===== src/rtl/ring_div_pkg.sv =====
package ring_div_pkg;

  // Strobes from the control side to the ring datapath.
  typedef struct packed {
    logic wrap;   // token sits on the active tap: restart at stage 0
    logic shift;  // token moves one stage forward
  } divStrobe_t;

endpackage


===== src/rtl/ring_div_datapath.sv =====
module ring_div_datapath
  import ring_div_pkg::*;
#(
  parameter int STAGES = 16,
  localparam int TAP_W = $clog2(STAGES)
) (
  input  logic             clk,
  input  logic             rst,
  input  divStrobe_t       strb,
  input  logic [TAP_W-1:0] curTap,
  output logic             tapBit
);

  logic [STAGES-1:0] ring;

  generate
    for (genvar i = 0; i < STAGES; i++) begin : g_stage
      if (i == 0) begin : g_head
        always_ff @(posedge clk) begin
          if (rst) ring[0] <= 1'b1;
          else     ring[0] <= strb.wrap;
        end
      end else begin : g_body
        always_ff @(posedge clk) begin
          if (rst) ring[i] <= 1'b0;
          else     ring[i] <= strb.shift & ring[i-1];
        end
      end
    end
  endgenerate

  assign tapBit = ring[curTap];


  token_onehot_chk: assert property (@(posedge clk) disable iff (rst)
    $onehot(ring));


  reset_token_chk: assert property (@(posedge clk) disable iff (rst)
    $past(rst) |-> (ring == STAGES'(1)));

endmodule


===== src/rtl/ring_div_control.sv =====
module ring_div_control
  import ring_div_pkg::*;
#(
  parameter int STAGES = 16,
  localparam int TAP_W = $clog2(STAGES)
) (
  input  logic             clk,
  input  logic             rst,
  input  logic [TAP_W-1:0] tapSel,
  input  logic             tapBit,
  output divStrobe_t       strb,
  output logic [TAP_W-1:0] curTap,
  output logic             divPulse,
  output logic             sqOut
);

  always_comb begin
    strb.wrap  = tapBit;
    strb.shift = ~tapBit;
  end

  // The active tap is only replaced when the token wraps.
  always_ff @(posedge clk) begin
    if (rst || strb.wrap) curTap <= tapSel;
  end

  always_ff @(posedge clk) begin
    if (rst)            sqOut <= 1'b0;
    else if (strb.wrap) sqOut <= ~sqOut;
  end

  assign divPulse = tapBit;


  tap_hold_chk: assert property (@(posedge clk) disable iff (rst)
    !strb.wrap |=> $stable(curTap));


  sq_toggle_chk: assert property (@(posedge clk) disable iff (rst)
    strb.wrap |=> (sqOut != $past(sqOut)));


  sq_hold_chk: assert property (@(posedge clk) disable iff (rst)
    !strb.wrap |=> $stable(sqOut));


  unit_len_chk: assert property (@(posedge clk) disable iff (rst)
    (curTap == '0) |-> tapBit);

endmodule


===== src/rtl/ring_clock_divider.sv =====
module ring_clock_divider
  import ring_div_pkg::*;
#(
  parameter int STAGES = 16,
  localparam int TAP_W = $clog2(STAGES)
) (
  input  logic             clk,
  input  logic             rst,
  input  logic [TAP_W-1:0] tapSel,
  output logic             divPulse,
  output logic             sqOut
);

  divStrobe_t       strb;
  logic [TAP_W-1:0] curTap;
  logic             tapBit;

  ring_div_control #(.STAGES(STAGES)) u_ctrl (
    .clk      (clk),
    .rst      (rst),
    .tapSel   (tapSel),
    .tapBit   (tapBit),
    .strb     (strb),
    .curTap   (curTap),
    .divPulse (divPulse),
    .sqOut    (sqOut)
  );

  ring_div_datapath #(.STAGES(STAGES)) u_ring (
    .clk    (clk),
    .rst    (rst),
    .strb   (strb),
    .curTap (curTap),
    .tapBit (tapBit)
  );

endmodule


===== config.mk =====
export PLATFORM = sky130hd
export DESIGN_NAME = ring_clock_divider
export DESIGN_NICKNAME = d
export VERILOG_FILES = /design/src/rtl/ring_div_pkg.sv /design/src/rtl/ring_div_datapath.sv /design/src/rtl/ring_div_control.sv /design/src/rtl/ring_clock_divider.sv
export SDC_FILE = /design/constraint.sdc
export NUM_CORES = 1
export LEC_CHECK = 0
export ABC_CLOCK_PERIOD_IN_PS = 5400
export BUFFER_PORTS_ARGS = -buffer_cell sky130_fd_sc_hd__buf_2
export CAP_MARGIN = 20
export CELL_PAD_IN_SITES_DETAIL_PLACEMENT = 0
export CELL_PAD_IN_SITES_GLOBAL_PLACEMENT = 2
export CORE_UTILIZATION = 41
export CTS_BUF_LIST = sky130_fd_sc_hd__clkbuf_8 sky130_fd_sc_hd__clkbuf_16
export DETAILED_ROUTE_END_ITERATION = 12
export PLACE_DENSITY = 0.78
export SYNTH_ARGS = -nofsm -noshare
export SYNTH_HDL_FRONTEND = slang
export SYNTH_HIERARCHICAL = 1
export SYNTH_SLANG_ARGS = --single-unit

===== constraint.sdc =====
create_clock -name clk -period 5.4 [get_ports clk]
set_clock_uncertainty 0.15 [all_clocks]
set_input_delay 0.54 -clock clk [delete_from_list [all_inputs] [get_ports clk]]
set_output_delay 0.54 -clock clk [all_outputs]
set_load 0.05 [all_outputs]

==> Word level (Yosys, flattened, before mapping) <==
Cells that the tools add are included.
{ "word_totals": {"word_cells": 39, "reg_bits": 21, "output_inout_bits": 2} }
{ "classes": {"n_lt_le_gt_ge": 1, "n_reduce_logical": 1, "bitwise": 17, "n_mux": 2} }
{ "op_table": {"columns": ["op", "n"], "rows": [
  ["$and A1 B1 Y1", 15],
  ["$lt A4 B5 Y1 const B", 1],
  ["$bmux W1 S4", 1],
  ["$not A1 Y1", 2],
  ["$logic_or A1 B1 Y1", 1],
  ["$mux W1", 1]
]} }

==> Logic depth before layout (Yosys ltp) <==
Gate-level depths: netlist of the first run.
{ "logic_depth": {"depth_word": 4, "depth_mapped": 7} }

==> By module <==
The synthesis of the first run kept the hierarchy.
{ "by_module_without_submodules": {"columns": ["mod", "area_per_inst_um2", "instances", "cells_each"], "rows": [
  ["ring_div_datapath", 565.5, 1, 41],
  ["ring_div_control", 177.7, 1, 11]
]} }

==> Least setup slack after synthesis of the first run <==
OpenSTA, ideal clock, no wires.
{ "synth_timing": {"path_type": "reg2out", "start": "register u_ctrl.curTap[0]", "end": "output port divPulse", "path_slack_ps": 3291, "arrival_time_ps": 1419, "t_required_ps": 4710, "stages_incl_launch_ff": 5, "cell_sequence": "edfxtp_1 > mux4_1 > mux2i_1 > mux2i_1 > buf_4"} }
{ "synth_between": {"elab_chain_len": 2} }
{ "synth_lines": {"columns": ["element", "line_no", "rtl"], "rows": [
  ["from (decl)", "ring_div_control.sv:12", "output logic [TAP_W-1:0] curTap,"],
  ["from (signal assigned)", "ring_div_control.sv:24", "if (rst || strb.wrap) curTap <= tapSel;"],
  ["$bmux W1 S4", "ring_div_datapath.sv:32", "assign tapBit = ring[curTap];"],
  ["$mux W1 (not written as such)", "ring_div_datapath.sv:32", null],
  ["to (decl)", "ring_clock_divider.sv:10", "output logic divPulse,"]
]} }
No other way between the ends. The select of a mux whose other input is x is not followed.

==> Worst setup path in the final report of the first run <==
Same ends and word-level chain as after synthesis.

==> results of run 1 <==
layout make-up:
| cell class | instances | area share, % |
|---|---|---|
| flip-flops and latches | 21 | 55.09 |
| multi-input cells | 27 | 31.14 |
| clock buffers | 3 | 4.940 |
| repair buffers | 7 | 4.192 |
| well taps | 25 | 3.743 |
| clock inverters | 1 | 0.4491 |
| inverters | 1 | 0.4491 |
worst paths after layout:
| path | startpoint | end | slack [ns] | cells after the start |
|---|---|---|---|---|
| worst max-delay path | u_ctrl/curTap[0]$_DFFE_PP_ | divPulse | 2.85 | 4 |
| worst min-delay path | u_ring/ring[4]$_SDFF_PP0_ | u_ring/ring[5]$_SDFF_PP0_ | 0.30 | 1 |
| worst max register to register | u_ctrl/curTap[0]$_DFFE_PP_ | u_ring/ring[3]$_SDFF_PP0_ | 2.95 | 6 |
| worst min register to register | u_ring/ring[4]$_SDFF_PP0_ | u_ring/ring[5]$_SDFF_PP0_ | 0.30 | 1 |
cell usage after synthesis, drive strengths merged:
cell type	n	area share [%]
clkbuf	1	0.50
mux2i	3	4.0
buf	2	2.0
mux4	4	14
dfxtp	17	46
or2	2	1.7
xnor2	1	1.2
inv	1	0.50
edfxtp	4	16
nor2	1	0.50
and2	15	13
nor2b	1	0.84
report_power, final:
group | switching, W | total, W | internal, W
Clock | 0.0000464 | 0.0000969 | 0.0000506
Combinational | 0.00000736 | 0.0000140 | 0.00000666
Sequential | 0.00000320 | 0.000168 | 0.000164
sequential cells by signal, indices dropped and copies added, names as in the netlist:
name,cells
u_ring/ring,16
u_ctrl/sqOut,1
u_ctrl/curTap,4
cells by family after synthesis:
family,synth area share [%]
xor+xnor,1.179
flops,61.95
simple gates,15.66
buf+inv,3.029
mux,18.18
per-layer routing:
layer / track usage, % / vias up / share of wire (%) / routed length (µm)
li1: - / 191 / - / -
met1: 16.10 / 179 / 50 / 513
met2: 20.00 / 7 / 44 / 446
met3: 4.082 / 4 / 2.9 / 30
met4: 10.91 / 0 / 2.7 / 27
met5: 0 / - / 0 / 0
stage by stage:
stage / total power [W] / instance area [µm²] / cells
after floorplan: 0.0001815 / 743.2 / 52
after global placement: 0.0001855 / 790.8 / 81
after detailed placement: 0.0001856 / 790.8 / 81
after CTS: 0.0002821 / 835.8 / 85
after global routing: 0.0002904 / 835.8 / 85
final: 0.0002786 / 835.8 / 85
==> metrics.md, run 1 <==
| Metric | Value |
|---|---|
| Buffers plus inverters on the worst setup path | `1` |
| Core ar. | `1708 µm²` |
| Mapped Cells | `52` |
| Clock Pin Slew Worst Setup and Hold Paths | `0.07 ns` |
| Ant diodes | `0` |
| Worst setup margin | `2.852 ns` |
| Total track usage | `13.50%` |
| DRC | `0` |
| Ports | `8` |
| Critical path class | `register to output port` |
| Worst Max-Slew Pin Slew | `0.7233 ns` |
| Worst path slowest cell | `mux4_1` |
| Vias in the first global route | `426` |
| Crit start category | `register` |
| Register area | `460.4 µm²` |
| IO buf count | `7` |
| Die Width | `44.58 µm` |
| PwrDens | `333.3 nW/µm²` |
| Tmin final | `2.548 ns` |
| Synthesized net count | `58` |
| Clock buffer depth | `2` |
| Outcome | `finished clean` |
| Initial Utilization | `43.52%` |
| Arrival time worst endpoint | `1.86 ns` |
| Die height | `44.58 µm` |
| CTS resizes | `0` |
| Initial antenna violation count | `0` |
| Crit path max fanout | `5` |
| Synth warn | `6` |
| CP most frequent cell | `mux2i_1` |
| Synth cell types | `13` |
| CTS H-tree lvls | `1` |
| Final setup TNS | `0 ns` |
| Final hold vios | `0` |
| Req. time, crit path | `4.71 ns` |
| First-pass GRT wire length | `1828 µm` |
| Largest net degree at the start of global routing | `16` |
| Clk_lat worst skew | `0.25 ns` |
| Area of the multi-input gates | `260.3 µm²` |
| Overflow after GRT | `0` |
| DRT Wirelength | `1018 µm` |
| Crit end category | `output port` |
| Site Rows | `15` |
| Synth Cell Area | `743.2 µm²` |
| Hpwl dp | `725.9 µm` |
| Register area share after synthesis | `61.95%` |
| Postcts setup bufs | `0` |
| Max-slew violation count | `0` |
| # setup viols final | `0` |
| Core Util, Final | `48.94%` |
| Synth-to-Final Area Change | `12.46%` |
| Fmax | `392.4 MHz` |
| Clock root cell | `clkbuf_8` |
| Max VDD drop | `0.0001848 V` |
| Vias per inst | `4.482` |
| Hold WC Path Type | `register to register` |
| Drt wl/cell | `11.98 µm` |
| Leakage | `0.3618 nW` |
| Fill cell count | `160` |
| Clock sinks | `21` |
| Worst path cell trace | `mux4_1 -> mux2i_1 -> mux2i_1 -> buf_2` |
| CTS tree | `built` |
| Die ar. | `1987 µm²` |
| Most frequent cells in the layout | `17 x dfxtp_1, 15 x and2_1, 7 x buf_2, 4 x edfxtp_1, 4 x mux4_1` |
| Hold buffers post-CTS | `0` |
| Syn avg cell area | `14.29 µm²` |
| Initial DRC Count | `5` |
| Crit-path leading delay family | `multiplexers` |
| Dpl ws | `2.904 ns` |
| Seq cells post-synth | `21` |
| Hold slack | `0.2988 ns` |
| DR vias | `381` |
| Final period utilization | `47.19%` |
| Routability cong. | `0.6414` |
| TritonCTS buffer count | `3` |
| Total Nets Final | `67` |
| Crit-path max cell delay | `0.59 ns` |
| Antenna-violating nets left | `0` |
| Total of max-cap violations | `0` |
| Share of post-route cells with drive strength above 1 | `18.33%` |
| First-pass detailed-route iteration total | `4` |
| RSZ-0062 raised after global routing | `false` |
| Max-slew headroom | `51.68%` |
| Most common cell after layout, fill and taps aside | `dfxtp_1` |
Power figures use the tool's default switching activity.
==> run 2, diff against run 1 <==
- ABC_CLOCK_PERIOD_IN_PS: 5400 -> 2590
- CORE_UTILIZATION: 41 -> 38
- PLACE_DENSITY: 0.78 -> 0.73
- clock period: 5.4 -> 2.59 ns (I/O delays scaled with it)
==> metrics.md, run 2 (synthesis results as in run 1) <==
| Metric | Value |
|---|---|
| Final hold vios | `0` |
| Ports | `8` |
| Leakage | `0.3666 nW` |
| Overflow after GRT | `0` |
| TritonCTS buffer count | `3` |
| Die height | `46.23 µm` |
| Max-slew headroom | `73.05%` |
| Clock sinks | `21` |
| Site Rows | `15` |
| Largest net degree at the start of global routing | `16` |
| Crit end category | `output port` |
| IO buf count | `7` |
| Worst path cell trace | `mux4_1 -> mux2i_1 -> mux2i_1 -> buf_2` |
| Hold WC Path Type | `primary input to register` |
| Ant diodes | `0` |
| Total track usage | `12.40%` |
| Hold buffers post-CTS | `0` |
| Arrival time worst endpoint | `1.89 ns` |
| Most common cell after layout, fill and taps aside | `dfxtp_1` |
| Hpwl dp | `712.6 µm` |
| Fill cell count | `171` |
| Clk_lat worst skew | `0.25 ns` |
| Share of post-route cells with drive strength above 1 | `19.67%` |
| Initial antenna violation count | `0` |
| Synth-to-Final Area Change | `13.47%` |
| Total of max-cap violations | `0` |
| PwrDens | `692.6 nW/µm²` |
| Crit-path max cell delay | `0.59 ns` |
| First-pass detailed-route iteration total | `4` |
| Clock buffer depth | `2` |
| Reg with most FFs | `u_ring/ring` |
| Max reg flops | `16` |
| Area of the multi-input gates | `260.3 µm²` |
| First-pass GRT wire length | `1711 µm` |
| Most frequent cells in the layout | `17 x dfxtp_1, 15 x and2_1, 7 x buf_2, 4 x edfxtp_1, 4 x mux4_1` |
| DR vias | `384` |
| Max VDD drop | `0.0003570 V` |
| Vias in the first global route | `406` |
| Dpl ws | `0.4900 ns` |
| Total Nets Final | `68` |
| Final period utilization | `88.81%` |
| Antenna-violating nets left | `0` |
| Worst Max-Slew Pin Slew | `0.3930 ns` |
| Buffers plus inverters on the worst setup path | `1` |
| Drt wl/cell | `12.07 µm` |
| Routability cong. | `0.7381` |
| Postcts setup bufs | `0` |
| Clock Pin Slew Worst Setup and Hold Paths | `0.07 ns` |
| CTS resizes | `0` |
| Worst setup margin | `0.2897 ns` |
| Outcome | `finished clean` |
| Crit start category | `register` |
| DRT Wirelength | `1038 µm` |
| CTS H-tree lvls | `1` |
| CTS tree | `built` |
| CP most frequent cell | `mux2i_1` |
| Register area | `460.4 µm²` |
| Clock root cell | `clkbuf_8` |
| Die Width | `46.23 µm` |
| Crit-path leading delay family | `multiplexers` |
| Final setup TNS | `0 ns` |
| Initial DRC Count | `5` |
| Fmax | `434.7 MHz` |
| Max-slew violation count | `0` |
| Largest regs | `u_ring/ring: 16 flops, u_ctrl/curTap: 4 flops, u_ctrl/sqOut: 1 flops` |
| Worst path slowest cell | `mux4_1` |
| Core ar. | `1783 µm²` |
| Vias per inst | `4.465` |
| Die ar. | `2137 µm²` |
| Initial Utilization | `41.68%` |
| Critical path class | `register to output port` |
| DRC | `0` |
| Tmin final | `2.300 ns` |
| Crit path max fanout | `5` |
| Req. time, crit path | `2.18 ns` |
| RSZ-0062 raised after global routing | `false` |
| # setup viols final | `0` |
[run 2: changes by cell type in the layout (fill, tap and decap cells not counted), sizes merged]
cell	delta
buf	+1
[run 2: where the power goes]
part           switching, W  internal, W
sequential       0.00000665     0.000343
combinational     0.0000163    0.0000153
clock             0.0000977     0.000105
total              0.000121     0.000463
[run 2: routing by layer]
layer / vias up / wire length (µm) / share of wire (%) / global-route usage, %
met5: - / 0 / 0 / 0
met4: 0 / 0 / 0 / 3.529
met3: 0 / 68 / 6.6 / 7.059
met2: 10 / 433 / 42 / 18.87
met1: 181 / 535 / 52 / 14.89
li1: 193 / - / - / -
[run 2: path summary, 6_finish.rpt]
check	start	end	slack, ns	cells after the start
max	u_ctrl/curTap[0]$_DFFE_PP_	divPulse	0.29	4
min	tapSel[0]	u_ctrl/curTap[0]$_DFFE_PP_	0.03	1
max reg2reg	u_ctrl/curTap[0]$_DFFE_PP_	u_ctrl/curTap[1]$_DFFE_PP_	0.47	4
min reg2reg	u_ring/ring[7]$_SDFF_PP0_	u_ring/ring[8]$_SDFF_PP0_	0.29	1
[run 2: final cells by class]
cell class | instances | share of cell area (%)
flip-flops and latches | 21 | 54.60
multi-input cells | 27 | 30.86
repair buffers | 8 | 5.045
clock buffers | 3 | 4.896
well taps | 25 | 3.709
clock inverters | 1 | 0.4451
inverters | 1 | 0.4451
[run 2: through the flow]
step	hold WS (ns)	instance area, µm²	total power [W]	cells	util, %
after floorplan	0.1814	743.2	0.0003784	52	-
after global placement	0.2898	798.3	0.0003894	82	44.77
after detailed placement	0.2880	798.3	0.0003888	82	44.77
after CTS	0.02632	843.3	0.0005920	86	47.30
after global routing	0.02386	843.3	0.0006083	86	47.30
final	0.02963	843.3	0.0005841	86	47.30
